<file path="src/rtl/rtc_sio_pkg.sv">
package rtc_sio_pkg;

  typedef enum logic [1:0] {
    SIO_IDLE  = 2'd0,
    SIO_READ  = 2'd1,
    SIO_WRITE = 2'd2
  } sio_mode_e;

  localparam int unsigned DIGIT_W = 4;
  localparam logic [DIGIT_W-1:0] LOWBATT_DIGIT = 4'hE;

  function automatic int unsigned sio_rd_bits(bit full, int unsigned fw, int unsigned dw);
    return full ? (6 * fw + dw) : (3 * fw + dw);
  endfunction

  function automatic int unsigned sio_wr_bits(bit full, int unsigned fw, int unsigned dw);
    return sio_rd_bits(full, fw, dw) - fw;
  endfunction

endpackage

</file>
<file path="src/rtl/rtc_sio_sync.sv">
module rtc_sio_sync #(
  parameter int unsigned WIDTH  = 4,
  parameter int unsigned STAGES = 2
) (
  input  logic             clk,
  input  logic             rst_n,
  input  logic [WIDTH-1:0] d,
  output logic [WIDTH-1:0] q
);

  generate
    for (genvar s = 0; s < STAGES; s++) begin : g_stage
      logic [WIDTH-1:0] r;
      if (s == 0) begin : g_first
        always_ff @(posedge clk or negedge rst_n) begin
          if (!rst_n) r <= '0;
          else        r <= d;
        end
      end else begin : g_next
        always_ff @(posedge clk or negedge rst_n) begin
          if (!rst_n) r <= '0;
          else        r <= g_stage[s-1].r;
        end
      end
    end
  endgenerate

  assign q = g_stage[STAGES-1].r;

endmodule

</file>
<file path="src/rtl/rtc_sio_ctrl.sv">
module rtc_sio_ctrl
  import rtc_sio_pkg::*;
(
  input  logic clk,
  input  logic rst_n,
  input  logic ce_s,
  input  logic sclk_s,
  input  logic dir_s,
  output logic load_rd,
  output logic start_wr,
  output logic shift_out,
  output logic shift_in,
  output logic commit_evt,
  output logic oe_q,
  output logic hold_q
);

  sio_mode_e mode_q;
  logic      ce_p, sclk_p;
  logic      ce_rise, ce_fall, sclk_rise, sclk_fall;

  always_ff @(posedge clk or negedge rst_n) begin
    if (!rst_n) begin
      ce_p   <= 1'b0;
      sclk_p <= 1'b0;
    end else begin
      ce_p   <= ce_s;
      sclk_p <= sclk_s;
    end
  end

  assign ce_rise   =  ce_s   & ~ce_p;
  assign ce_fall   = ~ce_s   &  ce_p;
  assign sclk_rise =  sclk_s & ~sclk_p;
  assign sclk_fall = ~sclk_s &  sclk_p;

  always_ff @(posedge clk or negedge rst_n) begin
    if (!rst_n) begin
      mode_q <= SIO_IDLE;
    end else begin
      unique case (mode_q)
        SIO_IDLE:  if (ce_rise) mode_q <= dir_s ? SIO_WRITE : SIO_READ;
        SIO_READ,
        SIO_WRITE: if (ce_fall) mode_q <= SIO_IDLE;
        default:   mode_q <= SIO_IDLE;
      endcase
    end
  end

  // Edge events; serial clock edges count only inside an open access
  assign load_rd    = (mode_q == SIO_IDLE)  & ce_rise & ~dir_s;
  assign start_wr   = (mode_q == SIO_IDLE)  & ce_rise &  dir_s;
  assign shift_out  = (mode_q == SIO_READ)  & ce_s & sclk_fall;
  assign shift_in   = (mode_q == SIO_WRITE) & ce_s & sclk_rise;
  assign commit_evt = (mode_q == SIO_WRITE) & ce_fall;

  always_ff @(posedge clk or negedge rst_n) begin
    if (!rst_n) begin
      oe_q   <= 1'b0;
      hold_q <= 1'b0;
    end else begin
      oe_q   <= ce_s & ~dir_s;
      hold_q <= ce_s &  dir_s;
    end
  end

endmodule

</file>
<file path="src/rtl/rtc_sio_shreg.sv">
module rtc_sio_shreg
  import rtc_sio_pkg::*;
#(
  parameter bit          FULL_CAL = 1'b1,
  parameter int unsigned FIELD_W  = 8,
  parameter int unsigned DOW_W    = 4,
  parameter int unsigned RD_W     = 52,
  parameter int unsigned WR_W     = 44
) (
  input  logic               clk,
  input  logic               rst_n,
  input  logic               load_rd,
  input  logic               start_wr,
  input  logic               shift_out,
  input  logic               shift_in,
  input  logic               din,
  input  logic               low_batt,
  input  logic [FIELD_W-1:0] year,
  input  logic [FIELD_W-1:0] month,
  input  logic [FIELD_W-1:0] date,
  input  logic [DOW_W-1:0]   dow,
  input  logic [FIELD_W-1:0] hour,
  input  logic [FIELD_W-1:0] minute,
  input  logic [FIELD_W-1:0] second,
  output logic               dout,
  output logic [WR_W-1:0]    wr_word
);

  localparam int unsigned NDIG = RD_W / DIGIT_W;

  logic [RD_W-1:0] snap_raw, snap, sr_q;

  generate
    if (FULL_CAL) begin : g_full
      assign snap_raw = {second, minute, hour, dow, date, month, year};
    end else begin : g_short
      assign snap_raw = {second, minute, hour, dow};
    end

    for (genvar d = 0; d < NDIG; d++) begin : g_digit
      assign snap[d*DIGIT_W +: DIGIT_W] = low_batt ? LOWBATT_DIGIT
                                                   : snap_raw[d*DIGIT_W +: DIGIT_W];
    end
  endgenerate

  always_ff @(posedge clk or negedge rst_n) begin
    if (!rst_n) begin
      sr_q <= '0;
    end else if (load_rd) begin
      sr_q <= snap;
    end else if (start_wr) begin
      sr_q <= '0;
    end else if (shift_out) begin
      sr_q <= {1'b0, sr_q[RD_W-1:1]};
    end else if (shift_in) begin
      sr_q[WR_W-1:0] <= {din, sr_q[WR_W-1:1]};
    end
  end

  assign dout    = sr_q[0];
  assign wr_word = sr_q[WR_W-1:0];

endmodule

</file>
<file path="src/rtl/rtc_sio_commit.sv">
module rtc_sio_commit #(
  parameter bit          FULL_CAL = 1'b1,
  parameter int unsigned FIELD_W  = 8,
  parameter int unsigned DOW_W    = 4,
  parameter int unsigned WR_W     = 44
) (
  input  logic               clk,
  input  logic               rst_n,
  input  logic               commit_evt,
  input  logic [WR_W-1:0]    word,
  input  logic               ready,
  output logic               valid,
  output logic [FIELD_W-1:0] year,
  output logic [FIELD_W-1:0] month,
  output logic [FIELD_W-1:0] date,
  output logic [DOW_W-1:0]   dow,
  output logic [FIELD_W-1:0] hour,
  output logic [FIELD_W-1:0] minute
);

  localparam int unsigned DOW_LSB  = FULL_CAL ? 3 * FIELD_W : 0;
  localparam int unsigned HOUR_LSB = DOW_LSB + DOW_W;
  localparam int unsigned MIN_LSB  = HOUR_LSB + FIELD_W;

  logic [WR_W-1:0] held_q;

  always_ff @(posedge clk or negedge rst_n) begin
    if (!rst_n) begin
      valid  <= 1'b0;
      held_q <= '0;
    end else if (commit_evt) begin
      valid  <= 1'b1;
      held_q <= word;
    end else if (valid && ready) begin
      valid  <= 1'b0;
    end
  end

  assign dow    = held_q[DOW_LSB  +: DOW_W];
  assign hour   = held_q[HOUR_LSB +: FIELD_W];
  assign minute = held_q[MIN_LSB  +: FIELD_W];

  generate
    if (FULL_CAL) begin : g_full
      assign year  = held_q[0         +: FIELD_W];
      assign month = held_q[FIELD_W   +: FIELD_W];
      assign date  = held_q[2*FIELD_W +: FIELD_W];
    end else begin : g_short
      assign year  = '0;
      assign month = '0;
      assign date  = '0;
    end
  endgenerate

endmodule

</file>
<file path="src/rtl/rtc_serial_port.sv">
module rtc_serial_port
  import rtc_sio_pkg::*;
#(
  parameter bit          FULL_CAL    = 1'b1,
  parameter int unsigned FIELD_W     = 8,
  parameter int unsigned DOW_W       = 4,
  parameter int unsigned SYNC_STAGES = 2
) (
  input  logic               clk,
  input  logic               rst_n,
  input  logic               ce_i,
  input  logic               sclk_i,
  input  logic               dir_i,
  input  logic               sdata_i,
  output logic               sdata_o,
  output logic               sdata_oe_o,
  input  logic               low_batt_i,
  input  logic [FIELD_W-1:0] tm_year_i,
  input  logic [FIELD_W-1:0] tm_month_i,
  input  logic [FIELD_W-1:0] tm_date_i,
  input  logic [DOW_W-1:0]   tm_dow_i,
  input  logic [FIELD_W-1:0] tm_hour_i,
  input  logic [FIELD_W-1:0] tm_min_i,
  input  logic [FIELD_W-1:0] tm_sec_i,
  output logic               hold_o,
  output logic               wr_valid_o,
  input  logic               wr_ready_i,
  output logic [FIELD_W-1:0] wr_year_o,
  output logic [FIELD_W-1:0] wr_month_o,
  output logic [FIELD_W-1:0] wr_date_o,
  output logic [DOW_W-1:0]   wr_dow_o,
  output logic [FIELD_W-1:0] wr_hour_o,
  output logic [FIELD_W-1:0] wr_min_o
);

  localparam int unsigned RD_W = sio_rd_bits(FULL_CAL, FIELD_W, DOW_W);
  localparam int unsigned WR_W = sio_wr_bits(FULL_CAL, FIELD_W, DOW_W);

  logic            ce_s, sclk_s, dir_s, din_s;
  logic            load_rd, start_wr, shift_out, shift_in, commit_evt;
  logic            oe_q, dout;
  logic [WR_W-1:0] wr_word;

  rtc_sio_sync #(.WIDTH(4), .STAGES(SYNC_STAGES)) u_sync (
    .clk   (clk),
    .rst_n (rst_n),
    .d     ({ce_i, sclk_i, dir_i, sdata_i}),
    .q     ({ce_s, sclk_s, dir_s, din_s})
  );

  rtc_sio_ctrl u_ctrl (
    .clk        (clk),
    .rst_n      (rst_n),
    .ce_s       (ce_s),
    .sclk_s     (sclk_s),
    .dir_s      (dir_s),
    .load_rd    (load_rd),
    .start_wr   (start_wr),
    .shift_out  (shift_out),
    .shift_in   (shift_in),
    .commit_evt (commit_evt),
    .oe_q       (oe_q),
    .hold_q     (hold_o)
  );

  rtc_sio_shreg #(
    .FULL_CAL (FULL_CAL), .FIELD_W (FIELD_W), .DOW_W (DOW_W),
    .RD_W     (RD_W),     .WR_W    (WR_W)
  ) u_shreg (
    .clk       (clk),
    .rst_n     (rst_n),
    .load_rd   (load_rd),
    .start_wr  (start_wr),
    .shift_out (shift_out),
    .shift_in  (shift_in),
    .din       (din_s),
    .low_batt  (low_batt_i),
    .year      (tm_year_i),
    .month     (tm_month_i),
    .date      (tm_date_i),
    .dow       (tm_dow_i),
    .hour      (tm_hour_i),
    .minute    (tm_min_i),
    .second    (tm_sec_i),
    .dout      (dout),
    .wr_word   (wr_word)
  );

  rtc_sio_commit #(
    .FULL_CAL (FULL_CAL), .FIELD_W (FIELD_W), .DOW_W (DOW_W), .WR_W (WR_W)
  ) u_commit (
    .clk        (clk),
    .rst_n      (rst_n),
    .commit_evt (commit_evt),
    .word       (wr_word),
    .ready      (wr_ready_i),
    .valid      (wr_valid_o),
    .year       (wr_year_o),
    .month      (wr_month_o),
    .date       (wr_date_o),
    .dow        (wr_dow_o),
    .hour       (wr_hour_o),
    .minute     (wr_min_o)
  );

  assign sdata_oe_o = oe_q;
  assign sdata_o    = oe_q & dout;

endmodule

</file>
<file path="config.mk">
export PLATFORM = sky130hd
export DESIGN_NAME = rtc_serial_port
export DESIGN_NICKNAME = d
export VERILOG_FILES = /design/src/rtl/rtc_sio_pkg.sv /design/src/rtl/rtc_sio_sync.sv /design/src/rtl/rtc_sio_ctrl.sv /design/src/rtl/rtc_sio_shreg.sv /design/src/rtl/rtc_sio_commit.sv /design/src/rtl/rtc_serial_port.sv
export SDC_FILE = /design/constraint.sdc
export NUM_CORES = 1
export LEC_CHECK = 0
export BUFFER_PORTS_ARGS = -buffer_cell sky130_fd_sc_hd__buf_2
export CELL_PAD_IN_SITES_DETAIL_PLACEMENT = 1
export CELL_PAD_IN_SITES_GLOBAL_PLACEMENT = 2
export CORE_MARGIN = 2
export CORE_UTILIZATION = 34
export DETAILED_ROUTE_END_ITERATION = 8
export PLACE_DENSITY_LB_ADDON = 0.25
export SLEW_MARGIN = 20
export SYNTH_ARGS = -nofsm -noshare
export SYNTH_HDL_FRONTEND = slang
export SYNTH_SLANG_ARGS = --single-unit
</file>
<file path="constraint.sdc">
create_clock -name clk -period 1.8 [get_ports clk]
set_input_delay 0.36 -clock clk [delete_from_list [all_inputs] [get_ports clk]]
set_output_delay 0.36 -clock clk [all_outputs]
set_load 0.02 [all_outputs]
</file>
==> impl_metrics.toml <==
[pwr]
intPower_w = 0.00614
combPwrFrac_pct = 36.8
power_per_cell_area_mw_per_mm2 = 1660
finalPower_w = 0.00975
switchingPower_w = 0.00360
seq_power_share_pct = 43.6
clockPowerShare_pct = 19.5
switching_share_pct = 37.0
power_leakage_nw = 2.57
vdd_ir_drop_max_uv = 696

[sta]
relSlewSlack_pct = 76.0
drv_slew = 0
clock_skew_ns = 0.00654
tns_ns = 0
timing.final.crit_share_pct = 91.6
worst_pin_slew_ns = 0.359
finalHoldViolCount = 0
setup_violations = 0
fin_crit_ns = 1.65
fmax_mhz = 607
rsz0062_at_grt = "no"

[synth]
syn_nets = 512
synth_warnings = 0
synth_area_mm2 = 0.00472
syn_avg_cell_area_um2 = 10.5
synth.ff_latch_count = 111
synth_top_area_share_pct = 58.8
ys_types = 26
ys_top_cells_by_area = "dfrtp_1, mux2_2, a21oi_1"
ys_seq_area_share_pct = 58.8
syn_inst = 449
synth_top_area_cell = "dfrtp_1"

[floorplanning]
fp.dieH_um = 122
ios = 108
initial_core_util_pct = 34.4
die_x_um = 122
core_area_mm2 = 0.0137
dieArea_mm2 = 0.0148
rows = 43

[cts]
cts_inserted_buffers = 9
root_buffer = "clkbuf_16"
cts_tree = "done"
worstSkewPairLatency_ns = 0.35
post-cts-setup-buffers = 0
ctsLongestPathBuffers = 2
cts.sinks = 111
cts.clk_slew.worst_paths_ns = 0.07
htree_levels = 3

[detailed_routing]
wirelength_um = 11900
post_drt_wl_per_cell_um = 16.2
via_count = 3605
postRouteAntennaNets = 0
drc = 0
via_per_inst = 4.90
first_iter_violations = 137
drt_first_pass_iters = 4

[place]
portBuffers = 107
hpwl_um = 8260
dp_cells = 719
place_congestion = 0.696

[grt]
grt_max_degree = 49
grt_first_pass_wirelength_um = 19300
antenna_found_initial = 0
grt_pass1_vias = 3753
globalRouteOverflowTotal = 0
gr-usage-all-layers_pct = 16.9

[finish]
multi_input_area_mm2 = 0.00181
antenna_cells = 0
final.fill_count = 1558
final_cell_mix = "dfrtp_1, buf_2, nor2_1"
nNetsFinal = 614
drive_gt1_share_pct = 34.9
area_growth_pct = 24.6
area.sequential_mm2 = 0.00278
layout.cells.non_filler = 736
layout.cells.most_common = "dfrtp_1"

[setup_path]
required_ns = 2.07
end_kind = "flop"
crit_path_max_fanout = 20
arrival_ns = 1.92
worst-setup-path-type = "flop to flop"
startpoint_type = "flop"

[status]
outcome = "completed"

[run]
cap_violations = 0

[min_path]
hold_class = "primary input to flop"
-- stage by stage --
stage | hold slack (ns) | instance area (um^2) | utilization [%] | setup WS (ns)
after global routing | 0.0996 | 5880 | 42.9 | 0.0288
final | 0.112 | 5880 | 42.9 | 0.152
after detailed placement | 0.296 | 5560 | 40.5 | 0.0924
after floorplan | 0.0644 | 4720 | - | 0.268
after global placement | 0.301 | 5560 | 40.5 | 0.175
after CTS | 0.0945 | 5850 | 42.6 | 0.0443
-- area by class of cell --
class,count,share of cell area (%)
Clock buffer,13,4.42
Clock inverter,3,0.298
Inverter,4,0.255
Multi-Input combinational cell,299,30.8
Sequential cell,111,47.2
Tap cell,180,3.83
Timing Repair Buffer,126,13.1
-- power by group through the flow --
stage                     combinational (W)  clock, W  sequential (W)
after detailed placement            0.00359         0         0.00431
after floorplan                     0.00182         0         0.00475
after CTS                           0.00361   0.00198         0.00427
after global placement              0.00347         0         0.00427
final                               0.00359   0.00190         0.00425
after global routing                0.00402   0.00207         0.00440
-- sequential cells by signal (all words and copies together) (netlist names) --
name,cells
u_ctrl.oe_q,1
u_ctrl.ce_p,1
u_ctrl.sclk_p,1
u_shreg.sr_q,52
u_ctrl.hold_q,1
u_commit.held_q,44
u_sync.g_stage.r,4
u_ctrl.mode_q,2
u_sync.q,4
u_commit.valid,1
-- cell families (layout without fill, tap and decap cells) --
group / count (synthesis) / in the layout / share of synthesized area, %
simple gates: 143 / 143 / 13.5
flops: 111 / 111 / 58.8
compound gates: 108 / 108 / 12.5
mux: 45 / 45 / 10.7
buf+inv: 39 / 146 / 3.68
fa+ha+maj: 3 / 3 / 0.795
-- repair_timing --
action	CTS	global route
setup endpoints to repair	0	32
hold endpoints to repair	23	0
hold buffers	1	0
gates resized for setup	0	10
-- per-layer routing --
layer  vias to the layer above  GRT usage, %  part of all wire [%]
met5                         -             0                     0
met3                        11          2.81                   3.9
met1                      1768          22.7                    47
met2                        75          27.3                    48
li1                       1751             -                     -
met4                         0          6.75                   1.8
-- worst max-delay path, cell delays in order, from the launching register on --
cell,delay [ns]
dfrtp_1,0.41
inv_2,0.09
ha_4,0.16
nand3b_1,0.10
buf_4,0.19
buf_4,0.21
nor3_1,0.20
a21oi_1,0.07
o21ai_1,0.13
-- synthesized netlist by cell type --
cell      number
mux2_2        45
inv_1          4
nand3b_1       2
dfrtp_1      111
nor3_4         1
nand3_1        1
nand2_1        8
a32o_1         2
a22o_1         1
nor3_1        38
clkbuf_1      17
o31ai_1        1
a22oi_1       13
o21ai_0        6
a21oi_1       82
o21ai_1        3
and2_1         2
buf_6          1
buf_2         16
nand2b_1       2
and3b_1        1
nand4b_1       2
nor2_1        84
buf_1          1
nor2b_1        2
ha_1           3
-- worst paths after layout --
| check | startpoint | end | slack (ns) | depth (start not counted) |
|---|---|---|---|---|
| worst max-delay path | u_ctrl.mode_q[0]$_DFFE_PN0P_ | u_shreg.sr_q[46]$_DFFE_PN0P_ | 0.15 | 8 |
| worst min-delay path | ce_i | u_sync.g_stage[0].r[3]$_DFF_PN0_ | 0.11 | 1 |
| worst max register to register | u_ctrl.mode_q[0]$_DFFE_PN0P_ | u_shreg.sr_q[46]$_DFFE_PN0P_ | 0.15 | 8 |
| worst min register to register | u_sync.g_stage[0].r[3]$_DFF_PN0_ | u_sync.q[3]$_DFF_PN0_ | 0.35 | 0 |
| max in group asynchronous | rst_n | u_ctrl.ce_p$_DFF_PN0_ | 0.74 | 3 |
| min in group asynchronous | rst_n | u_sync.g_stage[0].r[1]$_DFF_PN0_ | 0.46 | 2 |
No activity file was read; power rests on OpenSTA's default activity.
